[config.mk]
export PLATFORM = sky130hd
export DESIGN_NAME = cpu_irq_presenter
export DESIGN_NICKNAME = d
export VERILOG_FILES = /design/src/rtl/cpp_pkg.sv /design/src/rtl/cpp_op_select.sv /design/src/rtl/cpp_offer_filter.sv /design/src/rtl/cpp_ipi_check.sv /design/src/rtl/cpu_irq_presenter.sv
export SDC_FILE = /design/constraint.sdc
export NUM_CORES = 1
export LEC_CHECK = 0
export BUFFER_PORTS_ARGS = -buffer_cell sky130_fd_sc_hd__buf_2
export CAP_MARGIN = 25
export CORE_ASPECT_RATIO = 0.6
export CORE_MARGIN = 2
export CORE_UTILIZATION = 40
export CTS_CLUSTER_SIZE = 20
export DETAILED_ROUTE_END_ITERATION = 16
export PLACE_DENSITY = 0.66
export SYNTH_ARGS = -nofsm -noshare
export SYNTH_HDL_FRONTEND = slang
export SYNTH_SLANG_ARGS = --single-unit
export TNS_END_PERCENT = 50
[constraint.sdc]
create_clock -name clk -period 3.6 [get_ports clk]
set_input_delay 0.18 -clock clk [delete_from_list [all_inputs] [get_ports clk]]
set_output_delay 0.18 -clock clk [all_outputs]
set_load 0.1 [all_outputs]
[src/rtl/cpp_pkg.sv]
package cpp_pkg;
    typedef enum logic [2:0] {
        OP_NONE,
        OP_EOI,
        OP_ACCEPT,
        OP_CUR,
        OP_IPI,
        OP_OFFER
    } op_e;

    typedef enum logic [1:0] {
        PS_IDLE,
        PS_SRC,
        PS_IPI
    } pres_st_e;
endpackage

[src/rtl/cpp_op_select.sv]
module cpp_op_select (
    input  logic           eoi_wr,
    input  logic           accept_rd,
    input  logic           cur_wr,
    input  logic           ipi_wr,
    input  logic           offer_valid,
    output cpp_pkg::op_e   op
);
    always_comb begin
        if (eoi_wr)           op = cpp_pkg::OP_EOI;
        else if (accept_rd)   op = cpp_pkg::OP_ACCEPT;
        else if (cur_wr)      op = cpp_pkg::OP_CUR;
        else if (ipi_wr)      op = cpp_pkg::OP_IPI;
        else if (offer_valid) op = cpp_pkg::OP_OFFER;
        else                  op = cpp_pkg::OP_NONE;
    end
endmodule

[src/rtl/cpp_offer_filter.sv]
module cpp_offer_filter #(
    parameter int PRIO_W = 8
) (
    input  logic              pending,
    input  logic [PRIO_W-1:0] pend_prio,
    input  logic [PRIO_W-1:0] cur_prio,
    input  logic [PRIO_W-1:0] offer_prio,
    output logic              take
);
    always_comb begin
        take = (offer_prio < cur_prio) && (!pending || (offer_prio < pend_prio));
    end
endmodule

[src/rtl/cpp_ipi_check.sv]
module cpp_ipi_check #(
    parameter int PRIO_W = 8
) (
    input  logic              run,
    input  logic              pending,
    input  logic [PRIO_W-1:0] pend_prio,
    input  logic [PRIO_W-1:0] ipi_prio,
    output logic              take
);
    always_comb begin
        take = run && !(pending && (pend_prio <= ipi_prio));
    end
endmodule

[src/rtl/cpu_irq_presenter.sv]
module cpu_irq_presenter #(
    parameter int PRIO_W  = 8,
    parameter int SRC_W   = 24,
    parameter int IPI_SRC = 2
) (
    input  logic                      clk,
    input  logic                      rst_n,
    input  logic                      offer_valid,
    input  logic [SRC_W-1:0]          offer_src,
    input  logic [PRIO_W-1:0]         offer_prio,
    input  logic                      cur_wr,
    input  logic [PRIO_W-1:0]         cur_wdata,
    input  logic                      ipi_wr,
    input  logic [PRIO_W-1:0]         ipi_wdata,
    input  logic                      accept_rd,
    input  logic                      eoi_wr,
    input  logic [PRIO_W+SRC_W-1:0]   eoi_wdata,
    output logic [PRIO_W+SRC_W-1:0]   pres_word,
    output logic                      irq_out,
    output logic                      reject_valid,
    output logic [SRC_W-1:0]          reject_src,
    output logic                      resend_req,
    output logic                      eoi_valid,
    output logic [SRC_W-1:0]          eoi_src
);
    import cpp_pkg::*;

    localparam int                WORD_W    = PRIO_W + SRC_W;
    localparam logic [PRIO_W-1:0] PRIO_NONE = '1;
    localparam logic [SRC_W-1:0]  IPI_NUM   = SRC_W'(IPI_SRC);

    pres_st_e          st_q, st_n;
    logic [PRIO_W-1:0] cur_q, cur_n;
    logic [PRIO_W-1:0] pp_q, pp_n;
    logic [PRIO_W-1:0] ipi_q, ipi_n;
    logic [SRC_W-1:0]  src_q, src_n;

    op_e               op;
    logic              pending;
    logic              offer_take;
    logic              ipi_take;
    logic              cur_lower;
    logic              chk_run;
    logic [PRIO_W-1:0] chk_ipi;
    logic [PRIO_W-1:0] chk_cur;
    logic              rej_n, res_n, eoi_n;

    assign pending   = (st_q != PS_IDLE);
    assign cur_lower = (cur_wdata < cur_q);
    assign pres_word = {cur_q, src_q};

    cpp_op_select u_sel (
        .eoi_wr      (eoi_wr),
        .accept_rd   (accept_rd),
        .cur_wr      (cur_wr),
        .ipi_wr      (ipi_wr),
        .offer_valid (offer_valid),
        .op          (op)
    );

    cpp_offer_filter #(.PRIO_W(PRIO_W)) u_filt (
        .pending    (pending),
        .pend_prio  (pp_q),
        .cur_prio   (cur_q),
        .offer_prio (offer_prio),
        .take       (offer_take)
    );

    // Operands of the single IPI check, selected by the request being served
    always_comb begin
        chk_ipi = (op == OP_IPI) ? ipi_wdata : ipi_q;
        unique case (op)
            OP_EOI:  chk_cur = eoi_wdata[WORD_W-1:SRC_W];
            OP_CUR:  chk_cur = cur_wdata;
            default: chk_cur = cur_q;
        endcase
        chk_run = ((op == OP_IPI) || (op == OP_EOI) || ((op == OP_CUR) && !cur_lower))
                  && (chk_ipi < chk_cur);
    end

    cpp_ipi_check #(.PRIO_W(PRIO_W)) u_ipi (
        .run       (chk_run),
        .pending   (pending),
        .pend_prio (pp_q),
        .ipi_prio  (chk_ipi),
        .take      (ipi_take)
    );

    // Next-state logic
    always_comb begin
        st_n  = st_q;
        cur_n = cur_q;
        pp_n  = pp_q;
        ipi_n = ipi_q;
        src_n = src_q;
        rej_n = 1'b0;
        res_n = 1'b0;
        eoi_n = 1'b0;
        unique case (op)
            OP_OFFER: begin
                if (offer_take) begin            // latch
                    rej_n = (st_q == PS_SRC);
                    src_n = offer_src;
                    pp_n  = offer_prio;
                    st_n  = PS_SRC;
                end
            end
            OP_ACCEPT: begin                     // accept
                cur_n = pp_q;
                src_n = '0;
                pp_n  = PRIO_NONE;
                st_n  = PS_IDLE;
            end
            OP_CUR: begin
                cur_n = cur_wdata;
                if (cur_lower) begin
                    if (pending && (cur_wdata <= pp_q)) begin   // evict
                        rej_n = (st_q == PS_SRC);
                        src_n = '0;
                        pp_n  = PRIO_NONE;
                        st_n  = PS_IDLE;
                    end
                end else begin
                    res_n = 1'b1;
                end
            end
            OP_IPI: begin
                ipi_n = ipi_wdata;
            end
            OP_EOI: begin
                cur_n = eoi_wdata[WORD_W-1:SRC_W];
                eoi_n = 1'b1;
                res_n = 1'b1;
            end
            default: begin
            end
        endcase
        if (ipi_take) begin                      // inject
            rej_n = (st_q == PS_SRC);
            src_n = IPI_NUM;
            pp_n  = chk_ipi;
            st_n  = PS_IPI;
        end
    end

    // State register
    always_ff @(posedge clk or negedge rst_n) begin
        if (!rst_n) begin
            st_q  <= PS_IDLE;
            cur_q <= '0;
            pp_q  <= PRIO_NONE;
            ipi_q <= PRIO_NONE;
            src_q <= '0;
        end else begin
            st_q  <= st_n;
            cur_q <= cur_n;
            pp_q  <= pp_n;
            ipi_q <= ipi_n;
            src_q <= src_n;
        end
    end

    // Registered outputs
    always_ff @(posedge clk or negedge rst_n) begin
        if (!rst_n) begin
            irq_out      <= 1'b0;
            reject_valid <= 1'b0;
            reject_src   <= '0;
            resend_req   <= 1'b0;
            eoi_valid    <= 1'b0;
            eoi_src      <= '0;
        end else begin
            irq_out      <= (st_n != PS_IDLE);
            reject_valid <= rej_n;
            reject_src   <= src_q;
            resend_req   <= res_n;
            eoi_valid    <= eoi_n;
            eoi_src      <= eoi_wdata[SRC_W-1:0];
        end
    end
endmodule

-- Yosys cells after proc, flatten, opt, wreduce, memory -nomap -nowiden
Cells that the tools add are included.
- logic and storage cells: 74
- register bits: 102
- eq/ne operators: 9
- reduce and logical (&&, ||, !) cells: 17
- mux-type cells: 31
- $lt $le $gt $ge: 6
- operators by type and width (cell ; number):
    $mux 24 ; 4
    $pmux 24 s3 ; 1
    $pmux 8 s3 ; 2
    $mux 8 ; 5
    $lt 8x8->1 ; 4
    $le 8x8->1 ; 2
    $pmux 8 s2 ; 1
    $mux 3 ; 5
    $mux 2 ; 4
    $eq 3x2->1 const B ; 2
    $eq 3x3->1 const B ; 2
    $logic_and 1x1->1 ; 6
    $mux 1 ; 6
    $ne 3x3->1 const B ; 2
    $pmux 2 s3 ; 1
    $pmux 1 s2 ; 2
    $reduce_and 4->1 ; 1
    $reduce_bool 2->1 ; 2
    $reduce_bool 4->1 ; 1
    $eq 3x1->1 const B ; 1
    $logic_not 1->1 ; 3
    $logic_or 1x1->1 ; 3
    $ne 3x2->1 const B ; 1
    $reduce_bool 3->1 ; 1
    $eq 2x1->1 const B ; 1

-- Logic depth before layout (Yosys ltp)
- depth after elaboration: 13
- gate-level depth with buffers: 13

-- Cells and area by module
Synthesis repeated with hierarchy kept, for this count alone.
- cell total of the unflattened synthesis: 467
- area, all modules: 4971.0 um^2
- by module, submodules not included (module ; cells each ; area an instance (um^2) ; instances ; sequential area each (um^2)):
    cpu_irq_presenter ; 381 ; 4355.4 ; 1 ; 2572.5
    cpp_offer_filter ; 50 ; 351.6 ; 1 ; 0.0
    cpp_ipi_check ; 29 ; 226.5 ; 1 ; 0.0
    cpp_op_select ; 7 ; 37.5 ; 1 ; 0.0

-- Worst setup path before layout
Ideal clock, no wire load.
- kind: register to register
- from: reg cur_q[2]
- to: reg pp_q[1]
- path slack: 0.394 ns
- data required time: 3.510 ns
- arrival: 3.117 ns
- period minus slack after synthesis: 3.206 ns
- cell stages (with the launch flop): 11
- path buffers: 2
- path through: dfrtp_1 inv_1 ha_1 a211oi_1 o21ai_1 a211oi_2 a311oi_2 or2_1 clkbuf_2 clkbuf_1 a311oi_2
- longest elaborated chain between the ends: 8
- elaborated cells between the ends (all ways): 16
- those cells by class: order compare (3); eq/ne (3); mux (2); reduce/logical (8)
- RTL lines (what ; line ; text):
    start: declaration ; cpu_irq_presenter.sv:33 ; logic [PRIO_W-1:0] cur_q, cur_n;
    start signal: assignment ; cpu_irq_presenter.sv:156 ; cur_q <= cur_n;
    $lt 8x8->1 ; cpu_irq_presenter.sv:49 ; assign cur_lower = (cur_wdata < cur_q);
    $logic_not 1->1 ; cpu_irq_presenter.sv:77 ; chk_run = ((op == OP_IPI) || (op == OP_EOI) || ((op == OP_CUR) && !cur_lower))
    $logic_and 1x1->1 ; cpu_irq_presenter.sv:77 ;
    $logic_or 1x1->1 ; cpu_irq_presenter.sv:77 ;
    $logic_and 1x1->1 ; cpu_irq_presenter.sv:78 ; && (chk_ipi < chk_cur);
    $logic_and 1x1->1 ; cpp_ipi_check.sv:11 ; take = run && !(pending && (pend_prio <= ipi_prio));
    $ne 3x2->1 (no source line), or another cell as far along ; n/a ;
    $reduce_and 4->1 (no source line) ; n/a ;
    end signal: assignment ; cpu_irq_presenter.sv:157 ; pp_q <= pp_n;
    end: declaration ; cpu_irq_presenter.sv:34 ; logic [PRIO_W-1:0] pp_q, pp_n;
Parallel ways exist; a longest one is shown, timed or not.
A chain may end at the register's enable or synchronous reset.

-- Final worst setup path
- from: reg pp_q[3]
- to: reg pp_q[5]
- longest elaborated chain between the ends: 6
- elaborated cells between the ends (all ways): 15
- those cells by class: order compare (3); eq/ne (3); mux (1); reduce/logical (8)
- RTL lines (what ; line):
    $le 8x8->1 ; cpp_ipi_check.sv:11
    $logic_and 1x1->1 ; cpp_ipi_check.sv:11
    $logic_not 1->1 ; cpp_ipi_check.sv:11
    $logic_and 1x1->1 ; cpp_ipi_check.sv:11
    $ne 3x2->1 (no source line), or another cell as far along ; n/a
    $reduce_and 4->1 (no source line) ; n/a
Parallel ways exist; a longest one is shown, timed or not.

==> flow_summary.toml <==
[detailed_routing]
ant_nets = 0
dr.pass1.iters = 5
wire_per_inst_microns = 19.0
dr_total_vias = 4485
drc_errors = 0
via_per_inst = 5.56
first_iter_violations = 409
totalWireLength_microns = 15300

[synth]
synth_common_cells = "dfrtp_1, ha_1, nor2_1, inv_1, nor3_1"
ys_types = 46
synth-main-ff-cell = "dfrtp_1"
syn_avg_cell_area_sq_um = 11.2
syn_inst = 440
ys_async_sr_fraction = 1.00
synth_seq_cells = 102
netlist_area_sq_um = 4930
synth_top_area_share = 0.436
yosys_warnings = 0
yosysMostFrequentCell = "dfrtp_1"
syn_nets = 571
synth_area_leaders = "dfrtp_1, ha_1, dfstp_2"
ys_seq_area_frac = 0.521
yosys.area.top_type = "dfrtp_1"
synth_edf_count = 0

[setup_path]
crit_path_start_kind = "register"
critPathMaxStageDelay_ns = 0.60
ff2ff_setup_slack_ns = 0.49
cp-end-kind = "register"
crit_chain = "inv_1, ha_1, and3_1, a221o_1, a22oi_2, a311oi_4, buf_8, or2_1, buf_4, a311oi_2"
crit_start = "pp_q[3]$_DFFE_PN1P_"
worst-r2r-cell-count = 10
crit_type = "register to register"
cp_max_fo = 18
critPathSlowestCell = "dfstp_2"
arrival_ns = 3.36
r2r-end = "pp_q[5]$_DFFE_PN1P_"
worst_ep_required_time_ns = 3.85
critPathCapture = "pp_q[5]$_DFFE_PN1P_"
timing.rr.start = "pp_q[3]$_DFFE_PN1P_"

[run_status]
outcome = "completed"

[pwr]
p_per_area_nw_per_um2 = 754
p_total_mw = 4.97
peakVddDrop_mv = 0.522
power.leakage_nw = 3.28

[clocking]
tritoncts = "yes"
clock_sinks = 102
numCtsBuffers = 9
cts_root_buffer = "clkbuf_16"
cts.path.max_buffers = 2
clk_latency_ns = 0.34
htreeDepth = 3
cts.clk_slew.worst_paths_ns = 0.08
cts_resized = 0

[global_routing]
met2_usage = 0.317
grt_most_used_layer = "met1"
grt.overflow.total = 0
antenna_found_initial = 0
grt_pass1_wl_microns = 23700
grt_usage = 0.231
met3_usage = 0.0807
grtUsageMet1 = 0.351
grt_pass1_vias = 4356
grt_max_degree = 67

[sta]
hold_viol = 0
worst_slew_pin_slew_ns = 0.595
fin_worst_skew_ns = 0.0118
slew_viol_final = 0
period_minus_slack_ns = 3.11
fin_tns_setup_ns = 0
fmax_mhz = 322
setup_violations = 0
maxSlewHeadroom = 0.601
fin_crit_sh = 0.864
rsz0062_at_grt = "false"

[placed_design]
io_buffer_count = 170
dp_hpwl_microns = 11500
place_congestion = 0.932

[floorplan]
dieArea_sq_um = 13300
core_sq_um = 12100
io_pins = 171
die_h_microns = 90.0
fp.dieW_microns = 147
start_util = 0.409
rows = 31

[cells_and_area]
nFillCells = 1065
drive_above_1_share = 0.376
syn_to_final_growth_pct = 33.7
diodes = 0
postLayoutCoreUtil = 0.547
nets = 767

[min_path]
holdCritPathClass = "primary input to register"

[flow_run]
maxCapViolCount = 0
==> layout make-up <==
| type | count | area (sq um) | share of cell area |
|---|---|---|---|
| Multi-Input combinational cell | 284 | 2160 | 0.328 |
| Clock inverter | 7 | 67.6 | 0.0102 |
| Sequential cell | 102 | 2570 | 0.390 |
| Tap cell | 165 | 206 | 0.0313 |
| Timing Repair Buffer | 211 | 1260 | 0.191 |
| Inverter | 28 | 105 | 0.0159 |
| Clock buffer | 9 | 225 | 0.0341 |
==> repair_timing <==
| action | 4_1_cts | 5_1_grt |
|---|---|---|
| endpoints found under the hold margin | 35 | 0 |
| hold buffers | 25 | 0 |
| setup endpoints to repair | 0 | 0 |
| buffers inserted | 0 | 0 |
==> layer usage <==
metal	share of wire	wire length, microns	vias up
li1	-	-	2019
met1	0.46	7080	2217
met2	0.42	6360	235
met3	0.11	1730	14
met4	0.0084	129	0
met5	0	0	-
==> power breakdown <==
group / switching [mW] / internal, mW
registers: 0.175 / 1.41
logic: 1.89 / 0.564
clock network: 0.452 / 0.486
==> critical path, delay by kind of cell (launching register included) <==
kind | cells | cell delay (ns)
compound gates | 4 | 1.13
flops | 1 | 0.60
buf+inv | 3 | 0.52
simple gates | 2 | 0.45
fa+ha+maj | 1 | 0.30
==> state kept, by name (all words and copies together), names as in the netlist <==
name          cells
eoi_src          24
irq_out           1
ipi_q             8
resend_req        1
pp_q              8
cur_q             8
st_q              2
eoi_valid         1
src_q            24
reject_valid      1
reject_src       24
==> kinds of logic (layout without fill, tap and decap cells) <==
logic type / after synthesis / in the layout / share of synthesized area
adder cells (fa/ha/maj): 44 / 44 / 0.112
AO/OA/AOI/OAI: 117 / 117 / 0.186
buffers and inverters: 54 / 255 / 0.0451
multiplexers: 9 / 9 / 0.0203
AND/OR/NAND/NOR: 114 / 114 / 0.115
flip-flops: 102 / 102 / 0.521
==> layout by cell type, fill, tap and decap left out, types with 16 or more instances in the layout <==
cell,n
a31o_1,17
buf_2,169
dfrtp_1,86
dfstp_2,16
dlygate4sd3_1,25
ha_1,44
inv_1,28
nand2_1,25
nor2_1,29
nor3_1,28
==> metrics by stage <==
step / area [sq um] / worst slack, ns / hold slack, ns / cells
after global placement: 6000 / 0.443 / 0.290 / 762
after global routing: 6600 / 0.385 / 0.105 / 806
after detailed placement: 6020 / 0.332 / 0.112 / 763
final: 6600 / 0.490 / 0.102 / 806
after floorplan: 4930 / 0.394 / -0.116 / 440
after CTS: 6570 / 0.259 / 0.0901 / 804
==> worst min-delay path by stage <==
stage                             to          start  cells past startpoint
6_report        src_q[1]$_DFFE_PN0P_   offer_src[1]                      3
5_1_grt         src_q[1]$_DFFE_PN0P_   offer_src[1]                      3
4_1_cts         src_q[1]$_DFFE_PN0P_   offer_src[1]                      3
3_5_place_dp     eoi_valid$_DFF_PN0_          rst_n                      1
3_3_place_gp   eoi_src[10]$_DFF_PN0_  eoi_wdata[10]                      1
2_1_floorplan   cur_q[0]$_DFFE_PN0P_          rst_n                      0
(Power assumes the default switching activity.)
